==> config.mk <==
export PLATFORM = sky130hd
export DESIGN_NAME = light_integ_ctrl
export DESIGN_NICKNAME = d
export VERILOG_FILES = /design/src/rtl/lsit_pkg.sv /design/src/rtl/lsit_period_timer.sv /design/src/rtl/lsit_chan_acc.sv /design/src/rtl/lsit_irq.sv /design/src/rtl/light_integ_ctrl.sv
export SDC_FILE = /design/constraint.sdc
export NUM_CORES = 1
export LEC_CHECK = 0
export ABC_CLOCK_PERIOD_IN_PS = 6500
export CORE_MARGIN = 5
export CORE_UTILIZATION = 45
export DETAILED_ROUTE_END_ITERATION = 12
export DONT_BUFFER_PORTS = 1
export GPL_TIMING_DRIVEN = 1
export PLACE_DENSITY = 0.64
export SYNTH_ARGS = -nofsm -noshare
export SYNTH_HDL_FRONTEND = slang
export SYNTH_HIERARCHICAL = 1
export SYNTH_SLANG_ARGS = --single-unit
==> constraint.sdc <==
create_clock -name clk -period 6.5 [get_ports clk]
set_input_delay 0.65 -clock clk [delete_from_list [all_inputs] [get_ports clk]]
set_output_delay 0.65 -clock clk [all_outputs]
set_load 0.03 [all_outputs]
==> src/rtl/lsit_pkg.sv <==
package lsit_pkg;
  typedef enum logic [1:0] {
    SEL_SHORT = 2'b00,
    SEL_MID   = 2'b01,
    SEL_LONG  = 2'b10,
    SEL_RSVD  = 2'b11
  } integ_sel_e;

  localparam int MULT_SHORT = 11;
  localparam int MULT_MID   = 81;
  localparam int MULT_LONG  = 322;
endpackage

==> src/rtl/lsit_period_timer.sv <==
module lsit_period_timer
  import lsit_pkg::*;
#(
  parameter int UNIT_CYCLES = 918
) (
  input  logic       clk,
  input  logic       rst,
  input  logic       pwr_en,
  input  logic [1:0] int_sel,
  output logic       run,
  output logic       last
);
  localparam int LEN_MAX = UNIT_CYCLES * MULT_LONG;
  localparam int CW      = $clog2(LEN_MAX);

  integ_sel_e      sel;
  logic [CW-1:0]   cnt_q;
  logic [CW-1:0]   len_m1;

  assign sel = integ_sel_e'(int_sel);

  always_comb begin
    case (sel)
      SEL_SHORT: len_m1 = CW'(UNIT_CYCLES * MULT_SHORT - 1);
      SEL_MID:   len_m1 = CW'(UNIT_CYCLES * MULT_MID - 1);
      default:   len_m1 = CW'(LEN_MAX - 1);
    endcase
  end

  assign run  = pwr_en && (sel != SEL_RSVD);
  assign last = run && (cnt_q >= len_m1);

  always_ff @(posedge clk) begin
    if (rst || !pwr_en) begin
      cnt_q <= '0;
    end else if (run) begin
      cnt_q <= last ? '0 : cnt_q + CW'(1);
    end
  end


  wrap_chk: assert property (@(posedge clk) disable iff (rst)
    last |=> (cnt_q == '0));


  rsvd_hold_chk: assert property (@(posedge clk) disable iff (rst)
    (pwr_en && (int_sel == 2'b11)) |=> $stable(cnt_q));


  pwr_clear_chk: assert property (@(posedge clk) disable iff (rst)
    !pwr_en |=> (cnt_q == '0));
endmodule

==> src/rtl/lsit_chan_acc.sv <==
module lsit_chan_acc #(
  parameter int CNT_W  = 16,
  parameter int OFFSET = 2
) (
  input  logic             clk,
  input  logic             rst,
  input  logic             pwr_en,
  input  logic             run,
  input  logic             last,
  input  logic             req,
  output logic [CNT_W-1:0] res
);
  localparam int             AW      = CNT_W + 1;
  localparam logic [AW-1:0]  ACC_MAX = {AW{1'b1}};
  localparam logic [AW-1:0]  OFF_V   = AW'(OFFSET);
  localparam logic [AW-1:0]  RES_MAX = {1'b0, {CNT_W{1'b1}}};

  logic [AW-1:0] acc_q;
  logic [AW-1:0] acc_sum;
  logic [AW-1:0] trimmed;
  logic          took_q;
  logic          accept;

  assign accept  = run && req && !took_q;
  assign acc_sum = (accept && (acc_q != ACC_MAX)) ? acc_q + AW'(1) : acc_q;

  always_comb begin
    if (acc_sum < OFF_V) trimmed = '0;
    else                 trimmed = acc_sum - OFF_V;
    res = (trimmed > RES_MAX) ? {CNT_W{1'b1}} : trimmed[CNT_W-1:0];
  end

  always_ff @(posedge clk) begin
    if (rst || !pwr_en) begin
      acc_q  <= '0;
      took_q <= 1'b0;
    end else begin
      took_q <= accept;
      if (run) acc_q <= last ? '0 : acc_sum;
    end
  end


  rate_cap_chk: assert property (@(posedge clk) disable iff (rst)
    (run && took_q && !last) |=> $stable(acc_q));


  acc_clear_chk: assert property (@(posedge clk) disable iff (rst)
    !pwr_en |=> ((acc_q == '0) && !took_q));
endmodule

==> src/rtl/lsit_irq.sv <==
module lsit_irq #(
  parameter int CNT_W = 16
) (
  input  logic             clk,
  input  logic             rst,
  input  logic             upd,
  input  logic [CNT_W-1:0] val,
  input  logic [CNT_W-1:0] lo,
  input  logic [CNT_W-1:0] hi,
  input  logic             clr,
  output logic             irq_q
);
  logic outside;

  assign outside = (val < lo) || (val > hi);

  always_ff @(posedge clk) begin
    if (rst)                  irq_q <= 1'b0;
    else if (upd && outside)  irq_q <= 1'b1;
    else if (clr)             irq_q <= 1'b0;
  end


  sticky_chk: assert property (@(posedge clk) disable iff (rst)
    (irq_q && !clr) |=> irq_q);


  clear_chk: assert property (@(posedge clk) disable iff (rst)
    (clr && !upd) |=> !irq_q);


  set_wins_chk: assert property (@(posedge clk) disable iff (rst)
    (upd && (val < lo)) |=> irq_q);
endmodule

==> src/rtl/light_integ_ctrl.sv <==
module light_integ_ctrl #(
  parameter int UNIT_CYCLES = 918,
  parameter int CNT_W       = 16,
  parameter int OFFSET      = 2
) (
  input  logic             clk,
  input  logic             rst,
  input  logic             pwr_en,
  input  logic [1:0]       int_sel,
  input  logic [1:0]       chan_req,
  input  logic [CNT_W-1:0] thr_lo,
  input  logic [CNT_W-1:0] thr_hi,
  input  logic             irq_clr,
  output logic [CNT_W-1:0] ch0_data,
  output logic [CNT_W-1:0] ch1_data,
  output logic             data_valid,
  output logic             irq_pull_low
);
  localparam int NCH = 2;

  logic             run;
  logic             last;
  logic [CNT_W-1:0] res [NCH];

  lsit_period_timer #(.UNIT_CYCLES(UNIT_CYCLES)) u_timer (
    .clk     (clk),
    .rst     (rst),
    .pwr_en  (pwr_en),
    .int_sel (int_sel),
    .run     (run),
    .last    (last)
  );

  for (genvar g = 0; g < NCH; g++) begin : g_chan
    lsit_chan_acc #(.CNT_W(CNT_W), .OFFSET(OFFSET)) u_acc (
      .clk    (clk),
      .rst    (rst),
      .pwr_en (pwr_en),
      .run    (run),
      .last   (last),
      .req    (chan_req[g]),
      .res    (res[g])
    );
  end

  always_ff @(posedge clk) begin
    if (rst) begin
      ch0_data   <= '0;
      ch1_data   <= '0;
      data_valid <= 1'b0;
    end else begin
      data_valid <= last;
      if (last) begin
        ch0_data <= res[0];
        ch1_data <= res[1];
      end
    end
  end

  lsit_irq #(.CNT_W(CNT_W)) u_irq (
    .clk   (clk),
    .rst   (rst),
    .upd   (last),
    .val   (res[0]),
    .lo    (thr_lo),
    .hi    (thr_hi),
    .clr   (irq_clr),
    .irq_q (irq_pull_low)
  );


  pair_hold_chk: assert property (@(posedge clk) disable iff (rst)
    !data_valid |-> ($stable(ch0_data) && $stable(ch1_data)));


  strobe_width_chk: assert property (@(posedge clk) disable iff (rst)
    data_valid |=> !data_valid);


  rsvd_no_update_chk: assert property (@(posedge clk) disable iff (rst)
    (int_sel == 2'b11) |=> !data_valid);


  pwr_no_update_chk: assert property (@(posedge clk) disable iff (rst)
    !pwr_en |=> !data_valid);
endmodule

After elaboration in Yosys (flattened, before gate mapping)

Cells that the tools add are included.

Register bits after elaboration: 89
Input bits: 40
Output and inout port bits: 34
Word-level logic and storage cells: 53

$add $sub $neg: 5
Magnitude comparators: 7
Equal/unequal tests: 4
Mux-type cells: 12
Reduce and logical (&&, ||, !) cells: 16

Operators by type and width:

| cell                                                                   | number |
|---|---|
| 17-bit 2-to-1 mux                                                      | 6 |
| 19-bit case mux with 2 select lines                                    | 1 |
| 17-bit by 1-bit adder with 17-bit output, second input constant        | 2 |
| 17-bit by 16-bit > comparator with 1-bit output, second input constant | 2 |
| 17-bit by 2-bit < comparator with 1-bit output, second input constant  | 2 |
| 17-bit != test, second input constant                                  | 2 |
| 17-bit by 2-bit subtractor with 17-bit output, second input constant   | 2 |
| 16-bit 2-to-1 mux                                                      | 2 |
| 19-bit by 1-bit adder with 19-bit output, second input constant        | 1 |
| 19-bit >= comparator                                                   | 1 |
| 19-bit 2-to-1 mux                                                      | 1 |
| 16-bit > comparator                                                    | 1 |
| 16-bit < comparator                                                    | 1 |
| 1-bit logical AND                                                      | 9 |
| 1-bit zero test                                                        | 3 |
| 2-bit by 1-bit equality test with 1-bit output, second input constant  | 1 |
| 2-bit zero test                                                        | 1 |
| 1-bit logical OR                                                       | 2 |
| 1-bit 2-to-1 mux                                                       | 2 |
| 2-bit != test, second input constant                                   | 1 |
| 2-bit nonzero test                                                     | 1 |

Logic depth before layout (Yosys ltp)

Word-level depth: 14
Gate-level depth with buffers: 22
Mapped depth without buffers: 20

Cells and area by module

The synthesis kept the hierarchy.

By module, submodules not included:

| module            | times used | cells an instance | area an instance (µm²) | sequential area each (µm²) |
|---|---|---|---|---|
| lsit_chan_acc     | 2          | 236               | 1732.9                 | 360.3 |
| lsit_period_timer | 1          | 142               | 1286.2                 | 380.4 |
| light_integ_ctrl  | 1          | 106               | 1202.4                 | 660.6 |
| lsit_irq          | 1          | 111               | 829.5                  | 20.0 |

Least setup slack after synthesis

No wires, ideal clock.

Kind: input to register
Start point: in int_sel[1]
End point: reg u_irq.irq_q
Setup time: 0.137 ns
Data arrival time: 4.417 ns
Data required time: 6.363 ns
Slack: 1.946 ns
Stages on the path: 19
Buffers on the path: 4
Path through: buf_6 -> a21bo_2 -> inv_2 -> buf_4 -> nand4bb_4 -> or4_4 -> buf_6 -> o21ai_0 -> nand4_1 -> nor3_2 -> and2_4 -> buf_4 -> a21oi_1 -> ha_1 -> a21oi_1 -> nand2_1 -> a221o_1 -> o31ai_1 -> a311oi_2

RTL lines:

| element                | line                  | text |
|---|---|---|
| start: declaration     | light_integ_ctrl.sv:9 | `input logic [1:0] int_sel,` |
| end signal: assignment | lsit_irq.sv:18        | `if (rst) irq_q <= 1'b0;` |
| end signal: assignment | lsit_irq.sv:19        | `else if (upd && outside) irq_q <= 1'b1;` |
| end signal: assignment | lsit_irq.sv:20        | `else if (clr) irq_q <= 1'b0;` |
| end: declaration       | lsit_irq.sv:11        | `output logic irq_q` |

==> results.md <==
* Status: completed
* Fmax at 190 MHz
* Clock Skews at 0.00522 ns
* CTS H-Tree Depth at 3
* Max Buffers Root-to-Sink at 2
* Die height at 133 µm
* Slew headroom at 0.302
* Mux share of post-synthesis cell area at 0.0583
* First-pass GRT wire length at 26.9 mm
* Cells resized by post-CTS repair at 0
* Pwr Density at 172 nW/µm²
* Detail Route Antenna Nets at 0
* Post-CTS Setup Bufs at 0
* Fin crit period at 5.27 ns
* Routed WL at 15.9 mm
* Post-synthesis compound-gate area fraction at 0.155
* Flop2flop setup slack at 1.23 ns
* Root Driver: clkbuf_16
* Vias in the first global route at 5338
* Initial core utilization at 0.463
* Final setup fails at 0
* Post-synthesis cell area at 6780 µm²
* Flops & latches, synth at 89
* Routed WL per cell at 16.1 µm
* Number of port buffers at 0
* Final Non-Filler Cells at 983
* Simple-gate portion of the synthesized area at 0.268
* Detailed-placement wirelength estimate at 11.7 mm
* Die extent in x at 133 µm
* 1st-iter DRT viols at 273
* Synth async-reset ratio at 0
* CP delay by family, top: simple AND/OR/NAND/NOR gates
* Syn Nets at 918
* Warnings from Yosys at 6
* Commonest cells after routing, fill and taps aside: 101 x nor2_1, 89 x dfxtp_1, 59 x nand2_1
* Crit-path cells: nand3_1, or3_1, nor4_1, ha_1, nand4bb_4, nor3_1, xnor2_1, nand3_1, o41a_1, a31oi_4, o21ai_0, ha_1, nand4_2, nor4_2, a21boi_2, o31ai_1, a311oi_2
* Clock sinks at 89
* Area Growth Syn to Fin at 3.82%
* Post-synthesis sequential area ratio at 0.263
* Row count at 44
* Final Hold Viols at 0
* Drt pass-1 iters at 4
* Mapped Avg Cell Area at 8.16 µm²
* Share of cells above drive strength 1 at 0.105
* Main combinational cell family by area after synthesis: simple AND/OR/NAND/NOR gates
* Most common flop cell mapped by yosys: dfxtp_1
* Fin. max-slew vios at 0
* Ant. Diodes at 0
* CTS Hold Buffers Added at 0
* RSZ-0062 raised after global routing: false
* Number of flops mapped to enable cells by yosys at 0
* Placed Cells at 967
* Post-Synth Adder-Cell Area at 0.0867
* Post-Syn Instances at 831
* DR vias at 5550
* Worst VDD drop at 0.000148 V
* Initial antenna violation count at 0
* Fin nets at 881
* Critical path peak fanout at 15
* Crit end category: register
* Gpl congestion at 0.882
* WP data required at 6.77 ns
* DRC viols at 0
* Die area at 17600 µm²
* Largest stage delay, worst path at 0.52 ns
* Most common cell after layout, fill and taps aside: nor2_1
* Setup CP Type: register to register
* Setup TNS at 0 ns
* Synth top area share at 0.263
* Tightest Pin Transition at 1.05 ns
* Startpoint Class: register
* Buf/Inv on CP at 0
* Num ports at 74
* Netlist cell types at 71
* LEAKAGE at 2.68 nW
* Largest net degree at the start of global routing at 59
* Crit share post-route at 0.810
* Clock transition at path regs at 0.06 ns
* Synth top area cells: dfxtp_1 26%, ha_1 8.7%, nor2_1 5.6%
* Hold Crit Class: input port to register
* Core ar. at 14600 µm²
* Post-synth top area cell: dfxtp_1
* CTS tree: built
* Critical Path AT at 5.54 ns
* Max_cap viols at 0
* Slowest CP cell: dfxtp_1
* Clock latency at the later pin of the worst-skew pair at 0.36 ns
* Inserted Clock Buffers at 9
* Synth Area in XOR/XNOR at 0.0942
* Global Route Usage Sum at 0.183
* Via/cell ratio at 5.65
* Grt ovf at 0
-- worst paths after layout --
kind | start | end | cells past startpoint
max | g_chan[0].u_acc/acc_q[5] | u_irq/irq_q | 17
min | rst | ch1_data[3] | 1
max reg2reg | g_chan[0].u_acc/acc_q[5] | u_irq/irq_q | 17
min reg2reg | g_chan[1].u_acc/took_q | g_chan[1].u_acc/took_q | 1
-- through the flow --
step	setup slack, ns	hold slack, ns	area (µm²)	power [mW]	util
global route	0.742	0.338	7040	1.26	0.481
floorplan	1.95	0.423	6780	0.614	-
finish	1.23	0.357	7040	1.21	0.481
detailed placement	1.23	0.445	6710	0.623	0.458
global placement	1.37	0.439	6710	0.623	0.458
CTS	1.22	0.345	7040	1.23	0.481
-- final cells by class --
type                            count  area [µm²]
Fill cell                        1426        7600
Multi-Input combinational cell    644        4500
Sequential cell                    89        1780
Clock buffer                       11         233
Tap cell                          184         230
Inverter                           47         176
Clock inverter                      5         104
Timing Repair Buffer                3        22.5
-- where the power goes --
part           switching [mW]  total, mW  leakage [nW]  internal [mW]
Combinational          0.0425     0.0626          1.80         0.0201
Clock                   0.223      0.599         0.164          0.376
Sequential            0.00149      0.548         0.717          0.546
Total                   0.267       1.21          2.68          0.942
-- metal layers --
layer | vias to the layer above | share of wire | global-route usage
met5 | - | 0 | 0
met4 | 0 | 0.0088 | 0.0421
met3 | 15 | 0.045 | 0.0524
met2 | 100 | 0.47 | 0.297
met1 | 2564 | 0.47 | 0.243
li1 | 2871 | - | -
-- registers in the layout, indices dropped and copies added (netlist names) --
name	flops
ch1_data	16
g_chan.u_acc/took_q	2
ch0_data	16
u_timer/cnt_q	19
g_chan.u_acc/acc_q	34
u_irq/irq_q	1
data_valid	1
-- cells by family (layout without fill, tap and decap cells) --
kind of cell	Yosys count	in the layout
mux	37	37
flops	89	89
fa+ha+maj	47	47
buf+inv	98	66
xor+xnor	73	73
compound gates	147	147
simple gates	340	340
-- synth_stat cells, drive strengths merged, types with 5 or more instances --
cell / n
a211oi: 6
a21o: 9
a21oi: 40
a22oi: 11
and2: 7
and3: 13
buf: 30
clkbuf: 21
dfxtp: 89
ha: 47
inv: 47
mux2i: 37
nand2: 61
nand2b: 8
nand3: 32
nand4: 26
nor2: 103
nor2b: 5
nor3: 46
nor4: 15
o21ai: 46
o31ai: 5
or2: 7
xnor2: 39
xor2: 34
(Power assumes the default switching activity.)
